<file path="src/rtl/wdt_pkg.sv">
package wdt_pkg;
  localparam int NUM_CH   = 3;
  localparam int ADDR_W   = 6;
  localparam int DATA_W   = 16;
  localparam logic [1:0] SHARED_WIN = 2'd3;
  localparam logic [3:0] OFF_COUNT  = 4'h0;
  localparam logic [3:0] OFF_LIMIT  = 4'h4;
  localparam logic [3:0] OFF_STATUS = 4'h8;
  localparam logic [3:0] OFF_MASK   = 4'h0;
  localparam logic [3:0] OFF_SUMMARY = 4'h4;
endpackage

</file>
<file path="src/rtl/wdt_prescaler.sv">
module wdt_prescaler #(
  parameter int DIV = 10_000_000
) (
  input  logic clk_i,
  input  logic rst_ni,
  output logic tick_o
);
  localparam int PW = (DIV > 1) ? $clog2(DIV) : 1;
  localparam logic [PW-1:0] LAST = PW'(DIV - 1);

  logic [PW-1:0] phase_q;

  always_ff @(posedge clk_i) begin
    if (!rst_ni)              phase_q <= '0;
    else if (phase_q == LAST) phase_q <= '0;
    else                      phase_q <= phase_q + 1'b1;
  end

  assign tick_o = (phase_q == LAST);
endmodule

</file>
<file path="src/rtl/wdt_channel.sv">
module wdt_channel #(
  parameter int CW = 16
) (
  input  logic          clk_i,
  input  logic          rst_ni,
  input  logic          tick_i,
  input  logic          load_i,
  input  logic [CW-1:0] load_val_i,
  input  logic          kick_i,
  output logic [CW-1:0] count_o,
  output logic [CW-1:0] limit_o,
  output logic          running_o,
  output logic          expired_o,
  output logic          fire_o
);
  logic          kick_live;
  logic          step;

  assign kick_live = kick_i && running_o;
  assign step      = tick_i && running_o && !load_i && !kick_live;
  assign fire_o    = step && (count_o <= CW'(1));

  always_ff @(posedge clk_i) begin
    if (!rst_ni) begin
      count_o   <= CW'(1);
      limit_o   <= CW'(1);
      running_o <= 1'b0;
      expired_o <= 1'b0;
    end else if (load_i) begin
      limit_o   <= load_val_i;
      count_o   <= load_val_i;
      running_o <= 1'b1;
      expired_o <= 1'b0;
    end else if (kick_live) begin
      count_o <= limit_o;
    end else if (fire_o) begin
      count_o   <= '0;
      running_o <= 1'b0;
      expired_o <= 1'b1;
    end else if (step) begin
      count_o <= count_o - 1'b1;
    end
  end
endmodule

</file>
<file path="src/rtl/wdt_pulse.sv">
module wdt_pulse #(
  parameter int LEN = 16
) (
  input  logic clk_i,
  input  logic rst_ni,
  input  logic trig_i,
  output logic pulse_o
);
  localparam int LW = $clog2(LEN + 1);

  logic [LW-1:0] left_q;

  always_ff @(posedge clk_i) begin
    if (!rst_ni)          left_q <= '0;
    else if (trig_i)      left_q <= LW'(LEN);
    else if (left_q != 0) left_q <= left_q - 1'b1;
  end

  assign pulse_o = (left_q != 0);
endmodule

</file>
<file path="src/rtl/wdog_trio.sv">
module wdog_trio #(
  parameter int TICK_DIV  = 10_000_000,
  parameter int PULSE_LEN = 16
) (
  input  logic        clk_i,
  input  logic        rst_ni,
  input  logic [5:0]  addr_i,
  input  logic        rd_en_i,
  input  logic        wr_en_i,
  input  logic [15:0] wr_data_i,
  output logic [15:0] rd_data_o,
  output logic        rd_valid_o,
  output logic        irq_o,
  output logic        cpu_rst_o,
  output logic        sys_rst_o
);
  import wdt_pkg::*;
  localparam int CW = DATA_W;

  logic [1:0] win;
  logic [3:0] off;
  assign win = addr_i[5:4];
  assign off = addr_i[3:0];

  logic                        tick;
  logic [NUM_CH-1:0]           ld;
  logic [NUM_CH-1:0]           kick;
  logic [NUM_CH-1:0][CW-1:0]   cnt_a;
  logic [NUM_CH-1:0][CW-1:0]   lim_a;
  logic [NUM_CH-1:0]           run_q;
  logic [NUM_CH-1:0]           exp_q;
  logic [NUM_CH-1:0]           fire;
  logic [NUM_CH-1:0]           act;
  logic [NUM_CH-1:0]           mask_q;
  logic                        irq_q;

  wdt_prescaler #(.DIV(TICK_DIV)) u_presc (
    .clk_i(clk_i), .rst_ni(rst_ni), .tick_o(tick)
  );

  for (genvar g = 0; g < NUM_CH; g++) begin : g_ch
    assign ld[g]   = wr_en_i && (win == 2'(g)) && (off == OFF_LIMIT);
    assign kick[g] = rd_en_i && (win == 2'(g)) && (off == OFF_COUNT);

    wdt_channel #(.CW(CW)) u_ch (
      .clk_i(clk_i), .rst_ni(rst_ni), .tick_i(tick),
      .load_i(ld[g]), .load_val_i(wr_data_i), .kick_i(kick[g]),
      .count_o(cnt_a[g]), .limit_o(lim_a[g]),
      .running_o(run_q[g]), .expired_o(exp_q[g]), .fire_o(fire[g])
    );

    if (g == 0) begin : g_level
      always_ff @(posedge clk_i) begin
        if (!rst_ni) irq_q <= 1'b0;
        else irq_q <= !mask_q[g] && (fire[g] || (exp_q[g] && !ld[g]));
      end
      assign act[g] = irq_q;
    end else begin : g_pulse
      wdt_pulse #(.LEN(PULSE_LEN)) u_pulse (
        .clk_i(clk_i), .rst_ni(rst_ni),
        .trig_i(fire[g] && !mask_q[g]), .pulse_o(act[g])
      );
    end
  end

  always_ff @(posedge clk_i) begin
    if (!rst_ni) mask_q <= '0;
    else if (wr_en_i && win == SHARED_WIN && off == OFF_MASK)
      mask_q <= wr_data_i[NUM_CH-1:0];
  end

  logic [15:0] rd_next;
  always_comb begin
    rd_next = '0;
    if (win == SHARED_WIN) begin
      if (off == OFF_MASK)    rd_next = 16'(mask_q);
      if (off == OFF_SUMMARY) rd_next = 16'(exp_q);
    end else begin
      for (int c = 0; c < NUM_CH; c++) begin
        if (win == 2'(c)) begin
          if (off == OFF_COUNT)  rd_next = cnt_a[c];
          if (off == OFF_LIMIT)  rd_next = lim_a[c];
          if (off == OFF_STATUS) rd_next = {14'b0, exp_q[c], run_q[c]};
        end
      end
    end
  end

  always_ff @(posedge clk_i) begin
    if (!rst_ni) begin
      rd_data_o  <= '0;
      rd_valid_o <= 1'b0;
    end else begin
      rd_valid_o <= rd_en_i;
      if (rd_en_i) rd_data_o <= rd_next;
    end
  end

  assign irq_o     = act[0];
  assign cpu_rst_o = act[1];
  assign sys_rst_o = act[2];
endmodule

</file>
<file path="config.mk">
export PLATFORM = sky130hd
export DESIGN_NAME = wdog_trio
export DESIGN_NICKNAME = d
export VERILOG_FILES = /design/src/rtl/wdt_pkg.sv /design/src/rtl/wdt_prescaler.sv /design/src/rtl/wdt_channel.sv /design/src/rtl/wdt_pulse.sv /design/src/rtl/wdog_trio.sv
export SDC_FILE = /design/constraint.sdc
export NUM_CORES = 1
export LEC_CHECK = 0
export BUFFER_PORTS_ARGS = -buffer_cell sky130_fd_sc_hd__clkbuf_2
export CORE_MARGIN = 2
export CORE_UTILIZATION = 55
export DETAILED_ROUTE_END_ITERATION = 12
export PLACE_DENSITY = 0.73
export SYNTH_ARGS = -nofsm -noshare
export SYNTH_HDL_FRONTEND = slang
export SYNTH_SLANG_ARGS = --single-unit
</file>
<file path="constraint.sdc">
create_clock -name clk_i -period 4.4 [get_ports clk_i]
set_clock_uncertainty 0.2 [all_clocks]
set_input_delay 0 -clock clk_i [delete_from_list [all_inputs] [get_ports clk_i]]
set_output_delay 0 -clock clk_i [all_outputs]
set_load 0.01 [all_outputs]
</file>
* Yosys cells after proc, flatten, opt, wreduce, memory -nomap -nowiden
Index checks and enable logic that the tools add are counted.
** Operators by class
- Add/subtract/negate cells :: 6
- $lt $le $gt $ge :: 3
- Equality and inequality tests :: 9
- Multiplexer cells :: 40
- Bitwise gates (word level) :: 4
- Reductions and logical operators :: 67
** Operators with widths (count)
- 16-bit 2-to-1 mux :: 26
- 16-bit by 1-bit <= comparator with 1-bit output, second input constant :: 3
- 16-bit by 1-bit subtractor with 16-bit output, second input constant :: 3
- 1-bit logical AND :: 33
- 24-bit by 1-bit adder with 24-bit output, second input constant :: 1
- 24-bit == test, second input constant :: 1
- 5-bit 2-to-1 mux :: 4
- 2-bit AND reduction :: 6
- 4-bit nonzero test :: 3
- 2-bit OR reduction :: 6
- 2-bit nonzero test :: 5
- 5-bit nonzero test :: 2
- 5-bit by 1-bit subtractor with 5-bit output, second input constant :: 2
- 1-bit logical NOT :: 9
- 1-bit 2-to-1 mux :: 9
- 2-bit by 1-bit inequality test with 1-bit output, second input constant :: 3
- 2-bit == test, second input constant :: 2
- 4-bit by 3-bit == test with 1-bit output, second input constant :: 1
- 4-bit == test, second input constant :: 1
- 4-bit logical NOT :: 1
- 1-bit NOT :: 4
- 3-bit 2-to-1 mux :: 1
- 2-bit by 1-bit == test with 1-bit output, second input constant :: 1
- 2-bit logical NOT :: 1
- 1-bit logical OR :: 1
** Word-level totals
- Register bits after elaboration :: 157
- Input bits :: 26
- Output and inout bits :: 20
- Word-level logic and storage cells :: 150

* Depth between registers and ports, before layout
Gate-level depths: netlist (run 1).
- Depth in word-level cells :: 14
- Gate-level depth with buffers :: 9
- Depth with buffers taken out :: 7

* Cells and area by module
A second synthesis (run 1) with hierarchy kept.
** Unflattened totals
- Cells, all modules :: 1080
- Area, all modules :: 9530.4 µm²
** Modules (own cells, without submodules)
- wdt_channel :: instances 3, cells each 232, area each 2005.7 µm²
- wdog_trio :: instances 1, cells each 193, area each 1795.5 µm²
- wdt_prescaler :: instances 1, cells each 143, area each 1247.4 µm²
- wdt_pulse :: instances 2, cells each 24, area each 235.2 µm²

* Least setup slack after synthesis (run 1)
No wires, ideal clock.
- Path type :: flip-flop to flip-flop
- Start :: reg u_presc.phase_q[0]
- End :: reg g_ch[2].u_ch.count_o[15]
- Arrival time :: 2.274 ns
- Required time :: 4.078 ns
- Path slack :: 1.804 ns
- Stages on the path, launching flop included :: 9
- Path buffers :: 2
- Period minus slack after synthesis :: 2.596 ns
- Path through :: dfxtp_1 -> ha_1 -> nand2_1 -> or4_1 -> buf_2 -> or2_1 -> buf_6 -> o311a_1 -> a311o_1
** Between the ends
- Longest elaborated chain between the ends :: 8
- Elaborated cells on any way between the ends :: 9
** RTL lines
- from (decl) :: RTL line wdt_prescaler.sv:11 : logic [PW-1:0] phase_q;
- from (signal assigned) :: RTL line wdt_prescaler.sv:16 : else phase_q <= phase_q + 1'b1;
- 24-bit == test * :: RTL line wdt_prescaler.sv:19 : assign tick_o = (phase_q == LAST);
- 1-bit logical AND * (3 in a row) :: RTL line wdt_channel.sv:20 : assign step = tick_i && running_o && !load_i && !kick_live;
- 1-bit logical AND :: RTL line wdt_channel.sv:21 : assign fire_o = step && (count_o <= CW'(1));
- 16-bit 2-to-1 mux :: RTL line wdt_channel.sv:36 : end else if (fire_o) begin
- 16-bit 2-to-1 mux :: RTL line wdt_channel.sv:34 : end else if (kick_live) begin
- 16-bit 2-to-1 mux :: RTL line wdt_channel.sv:29 : end else if (load_i) begin
- to (signal assigned) :: RTL line wdt_channel.sv:31 : count_o <= load_val_i;
- to (signal assigned) :: RTL line wdt_channel.sv:35 : count_o <= limit_o;
- to (signal assigned) :: RTL line wdt_channel.sv:41 : count_o <= count_o - 1'b1;
- to (decl) :: RTL line wdt_channel.sv:10 : output logic [CW-1:0] count_o,
Every way passes the cells marked *; elsewhere a longest branch is shown, timed or not.
A chain may end at the register's enable or synchronous reset.

* Worst setup path after layout (run 1)
- Start :: reg u_presc.phase_q[0]
- End :: reg g_ch[0].u_ch.count_o[12]
** Between the ends
- Longest elaborated chain between the ends :: 8
- Elaborated cells on any way between the ends :: 9
** RTL lines (RTL line)
- 24-bit == test * :: wdt_prescaler.sv:19
- 1-bit logical AND * (3 in a row) :: wdt_channel.sv:20
- 1-bit logical AND :: wdt_channel.sv:21
- 16-bit 2-to-1 mux :: wdt_channel.sv:36
- 16-bit 2-to-1 mux :: wdt_channel.sv:34
- 16-bit 2-to-1 mux :: wdt_channel.sv:29
- to (signal assigned) :: wdt_channel.sv:31
- to (signal assigned) :: wdt_channel.sv:35
- to (signal assigned) :: wdt_channel.sv:41
- to (decl) :: wdt_channel.sv:10
Marks and branches as above.

==> impl_summary.txt, run 1 <==
----------------------------------------------------
[Outcome]
  Result of the run ... finished clean

[Finish]
  # fillers ... 1433
  Area occupied by multi-input gates ... 0.005396 mm2
  Core occupancy in the finished layout ... 63.41%
  Total number of nets in the final design ... 1188
  Ratio of cells with drive above 1 in the final layout ... 11.17%
  Synth-to-Final Area Change ... 12.76%
  Seq. cell area ... 0.003143 mm2

[Logic synthesis]
  Number of flops mapped to enable cells by yosys ... 0
  Largest area contributor in the synthesized netlist ... dfxtp_1
  Async SR Flop Fraction ... 0%
  Syn_nets ... 1164
  Sequential share of the synthesized area ... 35.19%
  Most used DFF post-synth ... dfxtp_1
  Synthesis-stage register bit count ... 157
  Avg Synthesized Cell Area ... 7.926 um2
  Leading post-synthesis cells by instance count ... 157 x dfxtp_1, 120 x nand2_1, 120 x nor2_1
  Synthesized area ... 0.008932 mm2
  Area share of the largest cell type after synthesis ... 35.19%
  Cell types with the largest area share after synthesis ... dfxtp_1 35%, a21oi_1 5.4%, nand2_1 5.0%
  Number of standard cells after synthesis ... 1127
  Most repeated cell in the gate-level netlist after synthesis ... dfxtp_1
  Number of distinct standard cells referenced by the synthesized netlist ... 76
  Synth warnings ... 0

[Placed design]
  Gp weighted congestion ... 0.9753
  Number of I/O port buffers ... 45
  Post-detail-place hpwl ... 20600 um

[STA]
  Unrepaired setup endpoints after global routing ... false
  Number of max-slew violations in the final report ... 0
  Worst slew margin relative to its limit ... 24.80%
  Total Neg Setup Slack ... 0 ps
  Period minus WS final ... 3351 ps
  Count of endpoints failing hold in the final timing report ... 0
  Share of the clock period used by the worst path after layout ... 76.15%
  Number of setup violations in the final report ... 0
  Upper clock frequency limit ... 0.2985 GHz
  Transition time at the pin with the least slew margin ... 1112 ps

[Run]
  Max-capacitance violation count ... 0

[Hold path]
  Tightest Hold Check Type ... input port to register

[Detailed routing]
  ANT nets after route ... 0
  Via/cell ratio ... 6.748
  Met2 Routed Length ... 13170 um
  Total Wirelength ... 29910 um
  Overall via count from detail_route ... 9319
  Met3 wire length ... 3246 um
  Average detailed-routed wire length per instance ... 21.66 um
  Met1 WL ... 12000 um
  Pre-Repair DR Iteration Count ... 6
  Top routing layer in use ... met4
  Drt initial violations ... 1270
  # DRC ... 0

[Worst setup path]
  Library cell contributing the largest single delay on the critical path ... or4_1
  Data required time at the worst endpoint ... 4550 ps
  Startpoint kind of the worst setup timing path ... register
  Arrival time of data at the critical path endpoint ... 3500 ps
  Endpoint type of the worst setup path ... register
  Critical-path cell list ... ha_1 > nand2_1 > or4_1 > nor2_1 > o21ai_0 > o22ai_1
  Kind of cell with the highest combined delay on the critical path ... simple AND/OR/NAND/NOR gates
  Buffer and inverter count on the worst path ... 0
  Class of the most critical setup path ... register to register
  CP peak stage delay ... 870 ps
  Top fanout value on the critical path ... 17

[CTS]
  Cts bufs inserted ... 17
  Reg clk slew, reported paths ... 70 ps
  Maximum clock insertion buffer count ... 2
  Worst skew pair latency ... 430 ps
  TritonCTS clock tree ... yes
  Clock tree sinks ... 157
  Max H-tree Level ... 4
  Number of setup buffers added after CTS ... 0
  Clock Root Buffer ... clkbuf_16

[Floorplanning]
  Area enclosed by the die boundary ... 0.01728 mm2
  Total core area ... 0.01589 mm2
  IO Count ... 46
  Number of standard-cell rows in the floorplan ... 46
  Initial core utilization ... 56.23%
  Chip height ... 131.4 um
  Die X-Extent ... 131.4 um

[Pwr]
  Power density relative to cell area ... 354.7 mW/mm2
  Net switching power ... 0.9612 mW
  Peak ir drop on the vdd network ... 321.0 uV
  Share of total power in the clock network ... 44.4%
  Switching share of power ... 26.91%
  Internal power consumption ... 2.611 mW
  Share of total power in sequential cells ... 42.6%
  Leakage power total ... 3.691 nW
  Combinational group share of total power ... 13.0%

[Global route]
  First-pass GRT wire length ... 47350 um
  GRT Resource Usage Total ... 34.24%
  Remaining global-route overflow ... 0
  Via count of the first global-routing pass ... 8736
  Antenna violations before repair ... 0
  Maximum number of pins on one net before global-route repair ... 52

----------------------------------------------------
[final cells by class]
class	instances	share of cell area [%]
diodes	1	0.02484
clock buffers	19	4.298
clock inverters	13	1.901
inverters	26	0.9689
multi-input cells	869	53.58
flip-flops and latches	157	31.20
well taps	216	2.683
repair buffers	80	5.342
[cell usage in the layout (no fill, tap or decap), types with 8 or more instances in the layout]
| master | n |
|---|---|
| dfxtp_1 | 157 |
| nand2_1 | 120 |
| nor2_1 | 119 |
| a21oi_1 | 96 |
| clkbuf_2 | 45 |
| nor3_1 | 44 |
| nand3_1 | 40 |
| a22oi_1 | 32 |
| o21ai_0 | 31 |
| xnor2_1 | 25 |
| o22ai_1 | 25 |
| inv_1 | 24 |
| mux2i_1 | 23 |
| dlygate4sd3_1 | 20 |
| and3_1 | 19 |
| a31oi_1 | 19 |
| nand4_1 | 18 |
| nor4_1 | 17 |
| or3_1 | 17 |
| clkbuf_16 | 17 |
| a22o_1 | 16 |
| a211oi_1 | 15 |
| buf_4 | 15 |
| mux2_2 | 14 |
| o211ai_1 | 11 |
| a221oi_1 | 11 |
| ha_1 | 11 |
| or4_1 | 9 |
| xor2_1 | 9 |
| and2_1 | 8 |
[per-stage QoR]
step | setup WS (ps) | total power [mW] | area [um2] | hold WS, ps | cells
after floorplan | 1804 | 1.859 | 8932 | -64.03 | 1127
after global placement | 1281 | 1.985 | 9245 | 118.6 | 1328
after detailed placement | 1242 | 1.996 | 9245 | 126.7 | 1328
after CTS | 1202 | 3.571 | 10070 | 82.63 | 1380
after global routing | 924.2 | 3.705 | 10070 | 134.2 | 1380
final | 1049 | 3.572 | 10070 | 99.45 | 1381
[power by group through the flow]
stage                     Sequential (mW)  Combinational [mW]  Clock, mW
after CTS                            1.52               0.462       1.59
after global routing                 1.53               0.514       1.66
final                                1.52               0.465       1.59
after floorplan                      1.54               0.317          0
after global placement               1.55               0.435          0
after detailed placement             1.55               0.445          0
[worst min-delay path, cell delays in order]
cell and delay, ps:
clkbuf_2 240, o22ai_1 180, a31oi_1 110, a31oi_1 150
[logic make-up (layout without fill, tap and decap cells)]
| logic type | count (synthesis) | in the layout | synth area share (%) |
|---|---|---|---|
| buf+inv | 101 | 138 | 4.524 |
| fa+ha+maj | 11 | 11 | 1.541 |
| flops | 157 | 157 | 35.19 |
| mux | 39 | 39 | 4.847 |
| other cells | 0 | 1 | 0 |
| simple gates | 455 | 455 | 25.27 |
| xor+xnor | 34 | 34 | 3.334 |
| compound gates | 330 | 330 | 25.30 |
[per-layer routing]
layer  vias to the layer above  global-route usage [%]
met4                         0                   17.27
li1                       4269                       -
met5                         -                       0
met3                       110                   8.642
met1                      4373                   45.27
met2                       567                   51.89
[state kept, by name, summed over array words and instances (netlist names)]
register,cells
g_ch.g_pulse.u_pulse.left_q,10
u_presc.phase_q,24
g_ch.u_ch.running_o,3
g_ch.u_ch.expired_o,3
g_ch.u_ch.limit_o,48
mask_q,3
rd_valid_o,1
g_ch.u_ch.count_o,48
rd_data_o,16
irq_o,1
[final timing paths]
| kind | start | endpoint | slack (ps) | cells past startpoint |
|---|---|---|---|---|
| setup / recovery | u_presc.phase_q[0]$_SDFF_PP0_ | g_ch[0].u_ch.count_o[12]$_SDFFE_PN0P_ | 1050 | 6 |
| hold / removal | addr_i[3] | rd_data_o[0]$_SDFFE_PN0P_ | 100 | 4 |
| setup reg to reg | u_presc.phase_q[0]$_SDFF_PP0_ | g_ch[0].u_ch.count_o[12]$_SDFFE_PN0P_ | 1050 | 6 |
| hold reg to reg | g_ch[0].u_ch.limit_o[12]$_SDFFE_PN0P_ | g_ch[0].u_ch.limit_o[12]$_SDFFE_PN0P_ | 270 | 2 |
[what timing repair did]
action,CTS,global route
hold buffers,20,0
hold endpoints to repair,98,0
resized for setup,0,0
(Power assumes the default switching activity.)
==> run 2: changes to the inputs <==
==> constraint.sdc (replaced) <==
create_clock -name clk_i -period 3.3 [get_ports clk_i]
set_clock_uncertainty 0.2 [all_clocks]
set_input_delay 0 -clock clk_i [delete_from_list [all_inputs] [get_ports clk_i]]
set_output_delay 0 -clock clk_i [all_outputs]
set_load 0.01 [all_outputs]
==> impl_summary.txt, run 2 (synthesis gave the netlist of run 1 again) <==
----------------------------------------------------
[Outcome]
  Result of the run ... finished clean

[STA]
  Total Neg Setup Slack ... 0 ps (unchanged)
  Unrepaired setup endpoints after global routing ... false
  Post-Route Hold Slack ... 89.62 ps (-9.834 ps)
  Share of the clock period used by the worst path after layout ... 91.66% (+16 points)
  Number of setup violations in the final report ... 0 (unchanged)
  Upper clock frequency limit ... 0.3306 GHz (+11%)
  Worst slew margin relative to its limit ... 44.68% (+20 points)
  Count of endpoints failing hold in the final timing report ... 0 (unchanged)
  Number of max-slew violations in the final report ... 0 (unchanged)
  Transition time at the pin with the least slew margin ... 818.2 ps (-294.1 ps)
  Period minus WS final ... 3025 ps (-325.8 ps)

[Worst setup path]
  CP peak stage delay ... 730 ps (-140 ps)
  Top fanout value on the critical path ... 11 (-6)
  Startpoint kind of the worst setup timing path ... register
  Worst reg2reg path startpoint ... u_presc.phase_q[18]$_SDFF_PP0_
  Buffer and inverter count on the worst path ... 0 (unchanged)
  Number of logic stages on the critical path including buffering ... 5 (-1)
  Library cell contributing the largest single delay on the critical path ... nor4b_1
  Worst flop-to-flop path endpoint ... irq_o$_SDFF_PN0_
  Crit path launch ... u_presc.phase_q[18]$_SDFF_PP0_
  Worst reg-to-reg path cell count ... 5 (-1)
  Data required time at the worst endpoint ... 3440 ps (-1110 ps)
  Critical-path cell list ... nor4b_1 > nand4_1 > or2_1 > or3_1 > a211oi_1
  Class of the most critical setup path ... register to register
  Endpoint type of the worst setup path ... register
  Kind of cell with the highest combined delay on the critical path ... simple AND/OR/NAND/NOR gates
  Arrival time of data at the critical path endpoint ... 3170 ps (-330 ps)
  Worst setup slack for register-to-register paths ... 280 ps (-770 ps)
  Crit path to ... irq_o$_SDFF_PN0_

[Detailed routing]
  ANT nets after route ... 0 (unchanged)
  # DRC ... 0 (unchanged)
  Overall via count from detail_route ... 9371 (+0.56%)
  Drt initial violations ... 1187 (-6.5%)
  Total Wirelength ... 30260 um (+1.2%)
  Pre-Repair DR Iteration Count ... 6 (unchanged)
  Via/cell ratio ... 6.665 (-1.2%)
  Average detailed-routed wire length per instance ... 21.52 um (-0.64%)

[Pwr]
  Combinational group share of total power ... 13.7% (+0.7 points)
  Share of total power in sequential cells ... 44.2% (+1.6 points)
  Share of total power in the clock network ... 42.1% (-2.3 points)
  Power density relative to cell area ... 448.6 mW/mm2 (+26%)
  Net switching power ... 1.313 mW (+37%)
  Switching share of power ... 28.64% (+1.7 points)
  Internal power consumption ... 3.270 mW (+25%)
  Leakage power total ... 3.803 nW (+3.0%)
  Power, Total ... 4.583 mW (+28%)
  Peak ir drop on the vdd network ... 438.4 uV (+37%)

[CTS]
  Gates resized, CTS repair ... 0 (unchanged)
  Clock Root Buffer ... clkbuf_16
  Maximum clock insertion buffer count ... 2 (unchanged)
  Clock tree sinks ... 157 (unchanged)
  Max H-tree Level ... 4 (unchanged)
  Cts bufs inserted ... 17 (unchanged)
  Worst skew pair latency ... 430 ps (about the same)
  Reg clk slew, reported paths ... 70 ps (about the same)
  TritonCTS clock tree ... yes

[Finish]
  # fillers ... 1392 (-2.9%)
  Leading registers by flop count ... g_ch.u_ch.count_o (48), g_ch.u_ch.limit_o (48), u_presc.phase_q (24)
  Total number of nets in the final design ... 1214 (+2.2%)
  Number of diodes added for antenna fixing ... 0 (-1)
  Commonest non-fill, non-tap cell in the layout ... dfxtp_1
  Post-route cell area ... 0.01022 mm2 (+1.4%)
  Core occupancy in the finished layout ... 64.32% (+0.91 points)
  Ratio of cells with drive above 1 in the final layout ... 13.28% (+2.1 points)
  Synth-to-Final Area Change ... 14.39%
  Most used cells in the layout excluding fill and tap cells ... 157 x dfxtp_1, 120 x nand2_1, 119 x nor2_1, 96 x a21oi_1, 45 x clkbuf_2

[Floorplanning]
  Total core area ... 0.01589 mm2 (unchanged)
  Initial core utilization ... 56.23% (unchanged)
  Number of standard-cell rows in the floorplan ... 46 (unchanged)
  Die X-Extent ... 131.4 um (unchanged)
  Area enclosed by the die boundary ... 0.01728 mm2 (unchanged)
  IO Count ... 46 (unchanged)
  Chip height ... 131.4 um (unchanged)

[Placed design]
  Post-Place Cell Area ... 0.009453 mm2 (+2.2%)
  Post-detail-place hpwl ... 21300 um (+3.4%)
  Gp weighted congestion ... 0.9730 (-0.24%)
  Number of I/O port buffers ... 45 (unchanged)

[Global route]
  Maximum number of pins on one net before global-route repair ... 39 (-25%)
  First-pass GRT wire length ... 47560 um (+0.44%)
  Antenna violations before repair ... 0 (unchanged)
  GRT Resource Usage Total ... 34.61% (+0.37 points)
  Remaining global-route overflow ... 0 (unchanged)
  Via count of the first global-routing pass ... 8715 (-0.24%)

[Hold path]
  Tightest Hold Check Type ... input port to register

[Run]
  Max-capacitance violation count ... 0 (unchanged)

----------------------------------------------------
==> run 2: cell types whose count changed in the layout (fill, tap and decap cells not counted) <==
cell / change
diode_2: -1
bufinv_16: -3
buf_4: +25
clkinv_2: +3
buf_12: +1
inv_6: +3
inv_8: +1
clkbuf_1: -2
clkinvlp_4: -2
==> run 2: per-layer routing <==
metal  up-vias  GRT usage [%]  share of wire, %
met4         0          17.87               5.6
met3       107          8.140                11
met2       564          51.89                43
met5         -              0                 0
li1       4330              -                 -
met1      4370          46.38                41
==> run 2: cell type report <==
class | count | area [um2] | share of cell area [%]
multi-input cells | 869 | 5396 | 52.82
flip-flops and latches | 157 | 3143 | 30.76
repair buffers | 106 | 745.7 | 7.299
clock buffers | 17 | 425.4 | 4.164
well taps | 216 | 270.3 | 2.645
clock inverters | 15 | 138.9 | 1.359
inverters | 26 | 97.59 | 0.9552
==> run 2: worst reg2reg max path, stage by stage, from the launching register on <==
cell and delay (ps):
dfxtp_1 350, nor4b_1 730, nand4_1 460, or2_1 510, or3_1 440, a211oi_1 250
==> run 2: worst min path at each step <==
stage,start,cells past startpoint,endpoint,slack [ps]
after floorplan,wr_data_i[5],2,g_ch[1].u_ch.limit_o[5]$_SDFFE_PN0P_,-60
after global placement,wr_data_i[5],3,g_ch[1].u_ch.limit_o[5]$_SDFFE_PN0P_,90
after detailed placement,wr_data_i[5],3,g_ch[1].u_ch.limit_o[5]$_SDFFE_PN0P_,80
after CTS,addr_i[4],4,rd_data_o[14]$_SDFFE_PN0P_,40
after global routing,addr_i[4],4,rd_data_o[1]$_SDFFE_PN0P_,110
final,addr_i[4],4,rd_data_o[14]$_SDFFE_PN0P_,90
==> run 2: power by group through the flow <==
stage / Combinational [mW] / Clock (mW) / Sequential [mW]
finish: 0.630 / 1.93 / 2.03
global route: 0.694 / 2.03 / 2.03
CTS: 0.624 / 1.94 / 2.02
detailed placement: 0.602 / 0 / 2.07
global placement: 0.595 / 0 / 2.07
floorplan: 0.423 / 0 / 2.06
==> run 2: metrics by stage <==
step           std cells  worst slack, ps
2_1_floorplan       1127            703.9
3_3_place_gp        1354            438.4
3_5_place_dp        1354            374.7
4_1_cts             1406            325.6
5_1_grt             1406            174.9
6_report            1406            275.3
==> run 2: what timing repair did <==
| item | CTS | global route |
|---|---|---|
| endpoints found under the hold margin | 104 | 0 |
| endpoints found under the setup margin | 0 | 0 |
| hold buffers | 20 | 0 |
| setup buffers | 0 | 0 |
